<file path="src/rtl/psd_pkg.sv">
// Package: shared defaults for the pulse-swallow divider.
// Assumes nothing beyond a 16/17 prescaler built from an A_W-bit swallow field.
package psd_pkg;
    localparam int DEF_A_W       = 4;
    localparam int DEF_M_W       = 11;
    localparam int DEF_MIN_RATIO = 240;

    // Prescaler modulus selection
    typedef enum logic {
        MOD_BASE = 1'b0,   // divide by 2**A_W
        MOD_PLUS = 1'b1    // divide by 2**A_W + 1
    } modsel_e;
endpackage

</file>
<file path="src/rtl/psd_ratio_shadow.sv">
// Ratio shadow: clamps a requested ratio to the legal floor and holds it
// until the counters reload at the end of a period.
// Assumes MIN_RATIO >= 2**A_W * (2**A_W - 1), so the clamped value always has A <= M.
module psd_ratio_shadow #(
    parameter int A_W       = psd_pkg::DEF_A_W,
    parameter int M_W       = psd_pkg::DEF_M_W,
    parameter int MIN_RATIO = psd_pkg::DEF_MIN_RATIO
) (
    input  logic           clk,
    input  logic           rst_n,
    input  logic           load,
    input  logic [A_W+M_W-1:0] ratio_in,
    output logic [M_W-1:0] m_sh,
    output logic [A_W-1:0] a_sh
);
    localparam int RW = A_W + M_W;
    localparam logic [RW-1:0] FLOOR = RW'(MIN_RATIO);

    logic [RW-1:0] clamped;
    logic [RW-1:0] shadow_q;

    // Raise too-small ratios to the floor
    always_comb begin
        clamped = (ratio_in < FLOOR) ? FLOOR : ratio_in;
    end

    // Capture the clamped ratio on a load strobe
    always_ff @(posedge clk) begin
        if (!rst_n) begin
            shadow_q <= FLOOR;
        end else if (load) begin
            shadow_q <= clamped;
        end
    end

    assign m_sh = shadow_q[RW-1:A_W];
    assign a_sh = shadow_q[A_W-1:0];
endmodule

</file>
<file path="src/rtl/psd_prescaler.sv">
// Dual-modulus prescaler model: counts input ticks and emits one tick
// every 2**P_W ticks, or every 2**P_W + 1 ticks when mod_hi is set.
// Assumes mod_hi changes only on the edge that completes a prescaler period.
module psd_prescaler #(
    parameter int P_W = psd_pkg::DEF_A_W
) (
    input  logic clk,
    input  logic rst_n,
    input  logic in_tick,
    input  psd_pkg::modsel_e mod_sel,
    output logic pre_tick
);
    localparam int CW = P_W + 1;
    localparam logic [CW-1:0] LAST_BASE = CW'((1 << P_W) - 1);
    localparam logic [CW-1:0] LAST_PLUS = CW'(1 << P_W);

    logic [CW-1:0] cnt_q;
    logic [CW-1:0] last;

    // Terminal count for the active modulus
    always_comb begin
        last     = (mod_sel == psd_pkg::MOD_PLUS) ? LAST_PLUS : LAST_BASE;
        pre_tick = in_tick && (cnt_q == last);
    end

    // Advance on each input tick, wrap at the terminal count
    always_ff @(posedge clk) begin
        if (!rst_n) begin
            cnt_q <= '0;
        end else if (in_tick) begin
            cnt_q <= pre_tick ? '0 : cnt_q + 1'b1;
        end
    end
endmodule

</file>
<file path="src/rtl/psd_swallow.sv">
// Swallow and main counters: count prescaler periods, hold the prescaler
// at the larger modulus for the first A of them, and flag the last one.
// Assumes A <= M and M >= 1 for every reloaded value.
module psd_swallow #(
    parameter int A_W   = psd_pkg::DEF_A_W,
    parameter int M_W   = psd_pkg::DEF_M_W,
    parameter int RST_M = psd_pkg::DEF_MIN_RATIO >> psd_pkg::DEF_A_W,
    parameter int RST_A = psd_pkg::DEF_MIN_RATIO % (1 << psd_pkg::DEF_A_W)
) (
    input  logic           clk,
    input  logic           rst_n,
    input  logic           pre_tick,
    input  logic [M_W-1:0] m_load,
    input  logic [A_W-1:0] a_load,
    output psd_pkg::modsel_e mod_sel,
    output logic           period_end
);
    logic [M_W-1:0] m_rem;
    logic [A_W-1:0] a_rem;

    // Larger modulus while swallow periods remain; detect the final period
    always_comb begin
        mod_sel    = (a_rem != '0) ? psd_pkg::MOD_PLUS : psd_pkg::MOD_BASE;
        period_end = pre_tick && (m_rem == M_W'(1));
    end

    // Count down per prescaler period, reload from the shadow at period end
    always_ff @(posedge clk) begin
        if (!rst_n) begin
            m_rem <= M_W'(RST_M);
            a_rem <= A_W'(RST_A);
        end else if (pre_tick) begin
            if (period_end) begin
                m_rem <= m_load;
                a_rem <= a_load;
            end else begin
                m_rem <= m_rem - 1'b1;
                if (a_rem != '0) begin
                    a_rem <= a_rem - 1'b1;
                end
            end
        end
    end
endmodule

</file>
<file path="src/rtl/pulse_swallow_div.sv">
// Programmable pulse-swallow divider: divides input ticks by 16*M + A,
// with a shadowed ratio applied at period boundaries and a /2 test output.
// Assumes in_tick is synchronous to clk.
module pulse_swallow_div #(
    parameter int A_W       = psd_pkg::DEF_A_W,
    parameter int M_W       = psd_pkg::DEF_M_W,
    parameter int MIN_RATIO = psd_pkg::DEF_MIN_RATIO
) (
    input  logic               clk,
    input  logic               rst_n,
    input  logic               in_tick,
    input  logic [A_W+M_W-1:0] ratio_word,
    input  logic               load,
    output logic               out_tick,
    output logic               half_out,
    output logic               mod_ctl
);
    localparam int RST_M = MIN_RATIO >> A_W;
    localparam int RST_A = MIN_RATIO % (1 << A_W);

    logic [M_W-1:0]   m_sh;
    logic [A_W-1:0]   a_sh;
    psd_pkg::modsel_e mod_sel;
    logic             pre_tick;
    logic             period_end;

    psd_ratio_shadow #(.A_W(A_W), .M_W(M_W), .MIN_RATIO(MIN_RATIO)) u_shadow (
        .clk      (clk),
        .rst_n    (rst_n),
        .load     (load),
        .ratio_in (ratio_word),
        .m_sh     (m_sh),
        .a_sh     (a_sh)
    );

    psd_prescaler #(.P_W(A_W)) u_pre (
        .clk      (clk),
        .rst_n    (rst_n),
        .in_tick  (in_tick),
        .mod_sel  (mod_sel),
        .pre_tick (pre_tick)
    );

    psd_swallow #(.A_W(A_W), .M_W(M_W), .RST_M(RST_M), .RST_A(RST_A)) u_swl (
        .clk        (clk),
        .rst_n      (rst_n),
        .pre_tick   (pre_tick),
        .m_load     (m_sh),
        .a_load     (a_sh),
        .mod_sel    (mod_sel),
        .period_end (period_end)
    );

    // Register the period pulse and toggle the halved output on it
    always_ff @(posedge clk) begin
        if (!rst_n) begin
            out_tick <= 1'b0;
            half_out <= 1'b0;
        end else begin
            out_tick <= period_end;
            if (period_end) begin
                half_out <= ~half_out;
            end
        end
    end

    assign mod_ctl = (mod_sel == psd_pkg::MOD_PLUS);
endmodule

</file>
<file path="config.mk">
export PLATFORM = sky130hd
export DESIGN_NAME = pulse_swallow_div
export DESIGN_NICKNAME = d
export VERILOG_FILES = /design/src/rtl/psd_pkg.sv /design/src/rtl/psd_ratio_shadow.sv /design/src/rtl/psd_prescaler.sv /design/src/rtl/psd_swallow.sv /design/src/rtl/pulse_swallow_div.sv
export SDC_FILE = /design/constraint.sdc
export NUM_CORES = 1
export LEC_CHECK = 0
export BUFFER_PORTS_ARGS = -buffer_cell sky130_fd_sc_hd__buf_4
export CAP_MARGIN = 20
export CORE_MARGIN = 2
export CORE_UTILIZATION = 55
export DETAILED_ROUTE_END_ITERATION = 12
export PLACE_DENSITY = 0.76
export SYNTH_ARGS = -nofsm -noshare
export SYNTH_HDL_FRONTEND = slang
export SYNTH_SLANG_ARGS = --single-unit
</file>
<file path="constraint.sdc">
create_clock -name clk -period 2.83 [get_ports clk]
set_input_delay 0.4245 -clock clk [delete_from_list [all_inputs] [get_ports clk]]
set_output_delay 0.4245 -clock clk [all_outputs]
set_load 0.05 [all_outputs]
</file>
==> impl_metrics.py, run 1 <==
metrics = {
    "cells_and_area": {
        "drive_gt1_frac": 0.163,
        "antenna_cells": 0,
        "regArea_um2": 741,
        "fin_area_um2": 2190,
        "syn2layout_area_growth_pct": 15.0,
        "nNetsFinal": 262,
        "n_fill_cell": 288,
        "multiInputGateArea_um2": 1090,
    },
    "timing": {
        "setup_violations": 0,
        "drv_slew": 0,
        "worst_slack_ps": 453,
        "slew_headroom": 0.586,
        "timing.hold.ws_ps": 315,
        "tns_ps": 0,
        "rsz0062_at_grt": "no",
        "fin_skew_ps": 4.66,
        "hold_violations": 0,
        "worst_pin_slew_ps": 615,
        "maxClockFrequency_ghz": 0.421,
        "fin_crit_sh": 0.840,
        "layout_min_cycle_time_ps": 2380,
    },
    "routing": {
        "final_antenna_net_count": 0,
        "remaining_drc_errors": 0,
        "vias_per_cell": 5.90,
        "wl_per_cell_um": 14.5,
        "drt-initial-drc-count": 62,
        "via_count": 1688,
        "wl_um": 4160,
        "firstDrtPassIters": 4,
    },
    "critical_path": {
        "required_ps": 3050,
        "endpoint_kind": "flip-flop",
        "path_cells": "inv_1 -> ha_1 -> nor3b_4 -> inv_2 -> or3_1 -> a2111oi_0 -> o32ai_1",
        "crit_type": "reg -> reg",
        "crit_buf_inv": 2,
        "critPathArrivalTime_ps": 2590,
        "crit_path_max_incr_delay_ps": 610,
        "r2r_end": "u_swl.m_rem[10]",
        "r2r_slack_ps": 450,
        "worst-path-stages": 7,
        "slowest_stage": "or3_1",
        "ff2ff_path_depth": 7,
        "critPathLaunchType": "flip-flop",
        "timing.rr.start": "u_swl.a_rem[0]",
        "critical_path.max_fanout": 15,
        "crit_family": "simple AND/OR/NAND/NOR gates",
    },
    "grt": {
        "grt_max_degree": 26,
        "grt_pass1_vias": 1545,
        "grt-ovfl-total": 0,
        "antenna_found_initial": 0,
        "grt_pass1_wl_um": 7240,
        "gr-usage-all-layers": 0.224,
    },
    "cts": {
        "insertion_delay_ps": 330,
        "cts.hold.buffers_added": 0,
        "clkSlewWorstSetupHoldPaths_ps": 120,
        "htreeDepth": 2,
        "cts_setup_buffers": 0,
        "clock-sinks": 37,
        "root_buffer": "clkbuf_4",
        "clk_path_buf_depth": 2,
        "cts_buffers": 5,
        "cts_tree": "done",
        "cts_resized": 0,
    },
    "yosys": {
        "syn_nets": 242,
        "netlist_area_um2": 1910,
        "yosysWarnings": 0,
        "ys_top_cells_by_area": "dfxtp_1, mux2i_1, nor2_1",
        "yosysMostFrequentCell": "dfxtp_1",
        "syn_inst": 219,
        "ys_seq_elements": 37,
        "yosysTopAreaCell": "dfxtp_1",
        "synth.avg_cell_area_um2": 8.71,
        "synth_common_cells": "dfxtp_1, nor2_1, nand2_1",
        "synth-seq-area-share": 0.388,
        "synth_top_area_share": 0.388,
        "synth_ff_type": "dfxtp_1",
        "synth_enable_flop_cells": 0,
        "async_reset_ff_frac": 0,
        "synth_cell_type_count": 49,
    },
    "floorplan": {
        "rows": 21,
        "start_util": 0.572,
        "coreArea_um2": 3340,
        "fp.dieH_um": 62.9,
        "io_pins": 22,
        "fp.dieW_um": 62.9,
        "die-area_um2": 3960,
    },
    "place": {
        "portBuffers": 21,
        "hpwlAfterDp_um": 2970,
        "globalplace.congestion": 0.826,
        "placed_cell_area_um2": 2110,
        "post-place-ws_ps": 495,
    },
    "power_and_ir_drop": {
        "power-per-cell-area_nw_per_um2": 457,
        "vdd_drop_max_v": 0.000316,
        "leakage_nw": 0.865,
    },
    "hold_path": {
        "hold_class": "in -> reg",
        "min_to": "u_shadow.shadow_q[7]",
        "min_path_cells": 3,
        "min-delay-start": "ratio_word[7]",
    },
    "status": {
        "outcome": "completed",
    },
    "job": {
        "max_cap_viol_count": 0,
    },
}
==> worst max path at each step <==
| stage | startpoint | to | slack (ps) |
|---|---|---|---|
| 2_1_floorplan | u_swl.a_rem[0] | u_swl.m_rem[8] | 690 |
| 3_3_place_gp | u_swl.a_rem[0] | u_swl.m_rem[8] | 580 |
| 3_5_place_dp | u_swl.a_rem[0] | u_swl.m_rem[10] | 490 |
| 4_1_cts | u_swl.a_rem[0] | u_swl.m_rem[10] | 480 |
| 5_1_grt | u_swl.a_rem[0] | u_swl.m_rem[10] | 240 |
| 6_report | u_swl.a_rem[0] | u_swl.m_rem[10] | 450 |
==> state kept, by name, summed over array words and instances (netlist names) <==
register / cells
u_shadow.shadow_q: 15
u_swl.m_rem: 11
u_pre.cnt_q: 5
u_swl.a_rem: 4
half_out: 1
out_tick: 1
==> cells by family after synthesis <==
family,Yosys count,synth area share
xor+xnor,3,0.0138
compound gates,47,0.173
fa+ha+maj,4,0.0262
flops,37,0.388
simple gates,89,0.260
buf+inv,21,0.0426
mux,18,0.0957
==> cells in the final DEF, fill, tap and decap left out, types with 5 or more instances in the layout <==
cell type   n
a21oi_1     5
a22oi_1     6
buf_4      25
clkbuf_4    5
dfxtp_1    37
inv_1       7
mux2i_1    16
nand2_1    20
nand2b_1    5
nand3b_1    5
nor2_1     22
nor3_1      9
o22ai_1    12
==> layer usage <==
layer,part of all wire,up-vias,global-route usage
met5,0,-,0
met4,0.0099,0,0.0667
met3,0.050,6,0.0342
met2,0.44,52,0.340
met1,0.50,775,0.327
li1,-,855,-
==> worst min-delay path, stage by stage <==
cell	delay, ps
buf_4	80
o22ai_1	60
nand2_1	60
==> layout make-up <==
class | count | area share
well taps | 46 | 0.0262
clock buffers | 6 | 0.0234
clock inverters | 2 | 0.0171
multi-input cells | 161 | 0.495
flip-flops and latches | 37 | 0.338
inverters | 9 | 0.0154
repair buffers | 25 | 0.0855
==> stage by stage <==
stage | instances | power (mW) | utilization
final | 286 | 1.00 | 0.658
after floorplan | 219 | 0.593 | -
after global routing | 286 | 1.04 | 0.658
after CTS | 286 | 1.01 | 0.658
after global placement | 278 | 0.624 | 0.631
after detailed placement | 278 | 0.626 | 0.631
==> where the power goes <==
group / internal, mW / switching, mW / leakage [nW]
combinational: 0.0348 / 0.0339 / 0.519
clock: 0.210 / 0.180 / 0.0445
sequential: 0.535 / 0.00963 / 0.302
Note: power is estimated with default switching activity, not from simulation.
==> run 2: changes to the inputs <==
--- a/config.mk
+++ b/config.mk
@@ -5,6 +5,7 @@
 export SDC_FILE = /design/constraint.sdc
 export NUM_CORES = 1
 export LEC_CHECK = 0
+export ABC_AREA = 1
 export BUFFER_PORTS_ARGS = -buffer_cell sky130_fd_sc_hd__buf_4
 export CAP_MARGIN = 20
 export CORE_MARGIN = 2
==> constraint.sdc (replaced) <==
create_clock -name clk -period 2.4 [get_ports clk]
set_input_delay 0.36 -clock clk [delete_from_list [all_inputs] [get_ports clk]]
set_output_delay 0.36 -clock clk [all_outputs]
set_load 0.05 [all_outputs]
==> run 2 against run 1 <==
  * Maximum frequency rose by 31%
  * Via count grew 5.5%
  * Synthesized cell count up 34%
  * Critical endpoint is now u_swl.m_rem[5]
  * Highest routed layer unchanged
  * Die area rose by 4.7%
  * Hold slack lost 88 ps
  * Critical path depth grew 4
  * Largest cell class unchanged
==> impl_metrics.py, run 2 <==
metrics = {
    "status": {
        "outcome": "completed",
    },
    "routing": {
        "wl_um": 4140,
        "via_count": 1781,
        "wl_per_cell_um": 11.5,
        "final_antenna_net_count": 0,
        "remaining_drc_errors": 0,
        "firstDrtPassIters": 4,
        "vias_per_cell": 4.96,
        "drt-initial-drc-count": 70,
    },
    "yosys": {
        "ys_seq_elements": 37,
        "yosysWarnings": 0,
        "ys_top_cells_by_area": "dfxtp_1, nand2_1, nor2_1",
        "synth_common_cells": "nand2_1, dfxtp_1, nor2_1",
        "synth.avg_cell_area_um2": 6.81,
        "yosysMostFrequentCell": "nand2_1",
        "netlist_area_um2": 2000,
        "synth-seq-area-share": 0.370,
        "yosysTopAreaCell": "dfxtp_1",
        "syn_nets": 317,
        "synth_cell_type_count": 28,
        "synth_ff_type": "dfxtp_1",
        "synth_enable_flop_cells": 0,
        "async_reset_ff_frac": 0,
        "syn_inst": 294,
        "synth_top_area_share": 0.370,
    },
    "floorplan": {
        "coreArea_um2": 3420,
        "rows": 21,
        "die-area_um2": 4140,
        "fp.dieW_um": 64.4,
        "start_util": 0.586,
        "fp.dieH_um": 64.4,
        "io_pins": 22,
    },
    "grt": {
        "grt-ovfl-total": 0,
        "grt_pass1_wl_um": 7260,
        "antenna_found_initial": 0,
        "gr-usage-all-layers": 0.225,
        "grt_pass1_vias": 1578,
        "grt_max_degree": 27,
    },
    "cells_and_area": {
        "n_fill_cell": 321,
        "instances_no_fill": 359,
        "nNetsFinal": 335,
        "multiInputGateArea_um2": 1070,
        "syn2layout_area_growth_pct": 11.8,
        "top_regs": "u_shadow.shadow_q x15, u_swl.m_rem x11, u_pre.cnt_q x5",
        "largest_register_ffs": 15,
        "final_common_cell": "nand2_1",
        "regArea_um2": 741,
        "layout_common_cells": "nand2_1, dfxtp_1, nor2_1, inv_1",
        "regMostFlops": "u_shadow.shadow_q",
        "antenna_cells": 0,
        "drive_gt1_frac": 0.157,
    },
    "place": {
        "post-place-ws_ps": 619,
        "hpwlAfterDp_um": 3140,
        "portBuffers": 21,
        "globalplace.congestion": 0.840,
        "dp_cells": 351,
    },
    "timing": {
        "worst_pin_slew_ps": 502,
        "fin_skew_ps": 8.47,
        "tns_ps": 0,
        "worst_slack_ps": 581,
        "drv_slew": 0,
        "rsz0062_at_grt": "no",
        "layout_min_cycle_time_ps": 1820,
        "setup_violations": 0,
        "slew_headroom": 0.665,
        "maxClockFrequency_ghz": 0.550,
        "fin_crit_sh": 0.758,
        "hold_violations": 0,
    },
    "power_and_ir_drop": {
        "power.share.clock": 0.381,
        "vdd_drop_max_v": 0.000356,
        "switching_share": 0.242,
        "leakage_nw": 1.03,
        "power_mw": 1.17,
        "power-per-cell-area_nw_per_um2": 524,
        "seqPwrFrac": 0.550,
        "switchingPower_uw": 283,
        "comb_power_share": 0.068,
        "internal-power_uw": 890,
    },
    "critical_path": {
        "endpoint_kind": "flip-flop",
        "r2r_slack_ps": 580,
        "r2r_end": "u_swl.m_rem[5]",
        "required_ps": 2660,
        "ff2ff_path_depth": 11,
        "critPathLaunchType": "flip-flop",
        "crit_type": "reg -> reg",
        "critical_path.max_fanout": 15,
        "timing.rr.start": "u_swl.m_rem[1]",
        "critPathArrivalTime_ps": 2080,
    },
    "cts": {
        "cts_buffers": 5,
        "clkSlewWorstSetupHoldPaths_ps": 120,
        "cts_setup_buffers": 0,
        "htreeDepth": 2,
        "clk_path_buf_depth": 2,
        "cts_resized": 0,
        "cts_tree": "done",
        "insertion_delay_ps": 360,
        "cts.hold.buffers_added": 0,
        "root_buffer": "clkbuf_4",
        "clock-sinks": 37,
    },
    "hold_path": {
        "min_path_cells": 3,
        "hold_class": "in -> reg",
        "min-delay-start": "ratio_word[5]",
        "min_to": "u_shadow.shadow_q[5]",
    },
    "job": {
        "max_cap_viol_count": 0,
    },
}
-- run 2: cells by family (layout without fill, tap and decap cells) --
group / count (synthesis) / after routing / synth area share
simple gates: 140 / 140 / 0.317
buf+inv: 45 / 64 / 0.0981
compound gates: 61 / 61 / 0.160
xor+xnor: 7 / 7 / 0.0306
flops: 37 / 37 / 0.370
fa+ha+maj: 4 / 4 / 0.0250
-- run 2: cell type report --
class | count | share of cell area
Clock buffer | 5 | 0.0168
Clock inverter | 3 | 0.0207
Inverter | 35 | 0.0598
Multi-Input combinational cell | 212 | 0.476
Sequential cell | 37 | 0.331
Tap cell | 46 | 0.0257
Timing Repair Buffer | 21 | 0.0704
-- run 2: worst max path at each step --
stage,from,to,slack [ps]
floorplan,u_swl.a_rem[0],u_swl.a_rem[2],640
global placement,u_swl.m_rem[0],u_swl.m_rem[5],620
detailed placement,u_swl.m_rem[0],u_swl.m_rem[5],620
CTS,u_swl.m_rem[0],u_swl.m_rem[5],600
global route,u_swl.m_rem[0],u_swl.m_rem[5],400
finish,u_swl.m_rem[1],u_swl.m_rem[5],580
-- run 2: worst max-delay path, cell delays in order (launching register included) --
cell and delay (ps):
dfxtp_1 340, inv_1 90, ha_1 190, inv_1 60
nor2_1 90, nand2_1 90, nor2_4 330, inv_2 170
o21ai_0 190, nor2_1 60, nand2_1 60, o21ai_1 50
-- run 2: routing by layer --
layer | vias up | global-route usage | wire, um
met5 | - | 0 | 0
li1 | 980 | - | -
met4 | 0 | 0.0957 | 46
met1 | 758 | 0.312 | 2040
met3 | 4 | 0.0423 | 178
met2 | 39 | 0.342 | 1880
-- run 2: power groups by stage --
stage | combinational (mW) | clock [mW] | sequential (mW)
after floorplan | 0.0481 | 0 | 0.655
after global placement | 0.0798 | 0 | 0.659
after detailed placement | 0.0804 | 0 | 0.660
after CTS | 0.0806 | 0.455 | 0.646
after global routing | 0.0927 | 0.477 | 0.648
final | 0.0803 | 0.448 | 0.646
-- run 2: metrics by stage --
step,util,hold WS [ps],area (um2)
2_1_floorplan,-,437,2000
3_3_place_gp,0.631,456,2160
3_5_place_dp,0.631,470,2160
4_1_cts,0.656,221,2240
5_1_grt,0.656,228,2240
6_report,0.656,227,2240
==> run 3: changes to the inputs <==
==> constraint.sdc (replaced) <==
create_clock -name clk -period 1.7 [get_ports clk]
set_input_delay 0.255 -clock clk [delete_from_list [all_inputs] [get_ports clk]]
set_output_delay 0.255 -clock clk [all_outputs]
set_load 0.05 [all_outputs]
==> run 3 against run 2 <==
  * Power rose by 27%
  * Non-clock buffer count rose by 6
  * Die area did not move
  * Worst setup slack got worse by 430 ps
==> impl_metrics.py, run 3 (same netlist as run 2, synthesis figures left out) <==
metrics = {
    "status": {
        "outcome": "completed",
    },
    "routing": {
        "drt-initial-drc-count": 60,
        "vias_per_cell": 5.19,
        "remaining_drc_errors": 0,
        "via_count": 1893,
        "final_antenna_net_count": 0,
        "firstDrtPassIters": 4,
        "wl_per_cell_um": 12.0,
        "wl_um": 4380,
    },
    "critical_path": {
        "timing.rr.start": "u_swl.m_rem[1]",
        "ff2ff_path_depth": 11,
        "slowest_stage": "dfxtp_2",
        "cp_common_cell": "nand2_1",
        "worst-path-stages": 11,
        "endpoint_kind": "flip-flop",
        "critPathArrivalTime_ps": 1830,
        "required_ps": 1980,
        "crit_type": "reg -> reg",
        "critPathLaunchType": "flip-flop",
        "crit_family": "simple AND/OR/NAND/NOR gates",
        "crit_path_max_incr_delay_ps": 350,
        "crit_start": "u_swl.m_rem[1]",
        "r2r_end": "u_swl.a_rem[0]",
        "critical_path.max_fanout": 5,
        "crit_buf_inv": 3,
        "path_cells": "inv_1 -> ha_2 -> inv_1 -> nor2_1 -> nand2_1 -> nor2_4 -> buf_4 -> nand3_4 -> nand2_1 -> nand2_1 -> a21oi_1",
        "cp-endpoint": "u_swl.a_rem[0]",
        "r2r_slack_ps": 150,
    },
    "place": {
        "hpwlAfterDp_um": 3260,
        "portBuffers": 21,
        "globalplace.congestion": 0.865,
    },
    "cells_and_area": {
        "layout_common_cells": "nand2_1, dfxtp_1, nor2_1, inv_1, buf_4",
        "final_common_cell": "nand2_1",
        "syn2layout_area_growth_pct": 15.6,
        "multiInputGateArea_um2": 1120,
        "top_regs": "u_shadow.shadow_q x15, u_swl.m_rem x11, u_pre.cnt_q x5",
        "antenna_cells": 0,
        "n_fill_cell": 320,
        "regMostFlops": "u_shadow.shadow_q",
        "drive_gt1_frac": 0.204,
        "largest_register_ffs": 15,
        "nNetsFinal": 341,
        "utilization": 0.678,
        "regArea_um2": 743,
    },
    "cts": {
        "root_buffer": "clkbuf_4",
        "cts_tree": "done",
        "clkSlewWorstSetupHoldPaths_ps": 120,
        "clk_path_buf_depth": 2,
        "cts_buffers": 5,
        "cts_setup_buffers": 0,
        "htreeDepth": 2,
        "insertion_delay_ps": 340,
        "clock-sinks": 37,
    },
    "grt": {
        "gr-usage-met3": 0.0475,
        "top_usage_layer": "met2",
        "grt_pass1_vias": 1663,
        "grt_max_degree": 27,
        "grt_pass1_wl_um": 7580,
        "met2_usage": 0.385,
        "antenna_found_initial": 0,
        "gr-usage-all-layers": 0.234,
        "grtUsageMet1": 0.307,
        "grt-ovfl-total": 0,
    },
    "timing": {
        "rsz0062_at_grt": "yes",
        "layout_min_cycle_time_ps": 1550,
        "maxClockFrequency_ghz": 0.644,
        "setup_violations": 0,
        "fin_crit_sh": 0.914,
        "timing.hold.ws_ps": 131,
        "drv_slew": 0,
        "fin_skew_ps": 11.1,
        "worst_pin_slew_ps": 505,
        "hold_violations": 0,
        "slew_headroom": 0.663,
    },
    "floorplan": {
        "fp.dieH_um": 64.4,
        "coreArea_um2": 3420,
        "start_util": 0.586,
        "fp.dieW_um": 64.4,
        "die-area_um2": 4140,
        "io_pins": 22,
        "rows": 21,
    },
    "power_and_ir_drop": {
        "leakage_nw": 1.03,
        "vdd_drop_max_v": 0.000589,
        "power_mw": 1.49,
        "power-per-cell-area_nw_per_um2": 644,
    },
    "hold_path": {
        "hold_class": "in -> reg",
    },
    "job": {
        "max_cap_viol_count": 0,
    },
}
[run 3: cell count changes in the layout (fill, tap and decap cells not counted), sizes merged]
cell	delta
clkinv	-1
clkinvlp	+1
buf	+6
bufinv	-1
clkbuf	+1
[run 3: report_power, final]
group | leakage [nW] | internal (mW) | total, mW | switching, mW
registers | 0.301 | 0.894 | 0.912 | 0.0177
clock network | 0.0245 | 0.162 | 0.463 | 0.302
logic | 0.707 | 0.0515 | 0.116 | 0.0648
[run 3: area by class of cell]
type	instances	share of cell area
multi-input cells	212	0.482
flip-flops and latches	37	0.321
repair buffers	27	0.0875
inverters	35	0.0600
well taps	46	0.0249
clock buffers	6	0.0178
clock inverters	2	0.00648
[run 3: worst register-to-register path: stages (launching register included)]
cell,delay (ps)
dfxtp_2,350
inv_1,90
ha_2,190
inv_1,50
nor2_1,80
nand2_1,90
nor2_4,140
buf_4,160
nand3_4,100
nand2_1,80
nand2_1,50
a21oi_1,120
[run 3: layer usage]
layer / vias to the layer above / part of all wire
met1: 846 / 0.48
li1: 1004 / -
met4: 0 / 0.011
met5: - / 0
met2: 36 / 0.47
met3: 7 / 0.039
[run 3: worst min path at each step]
stage	cells after the start	slack, ps	from	to
after floorplan	2	380	ratio_word[6]	u_shadow.shadow_q[6]
after global placement	2	460	u_shadow.shadow_q[4]	u_shadow.shadow_q[4]
after detailed placement	2	460	u_shadow.shadow_q[4]	u_shadow.shadow_q[4]
after CTS	3	120	ratio_word[6]	u_shadow.shadow_q[6]
after global routing	3	120	ratio_word[5]	u_shadow.shadow_q[5]
final	3	130	ratio_word[6]	u_shadow.shadow_q[6]
[run 3: per-stage QoR]
stage	instance area (um2)	worst slack [ps]	instances	setup TNS, ps
finish	2320	146	365	0
global route	2320	-23.9	365	-45.8
CTS	2260	14.6	365	0
detailed placement	2200	11.4	357	0
global placement	2200	96.1	357	0
floorplan	2010	113	294	0
[run 3: repair_timing]
action	CTS	global route
hold buffers	0	0
pin swaps	0	2
gates cloned	0	0
gates resized for setup	1	19
endpoints found under the setup margin	1	18
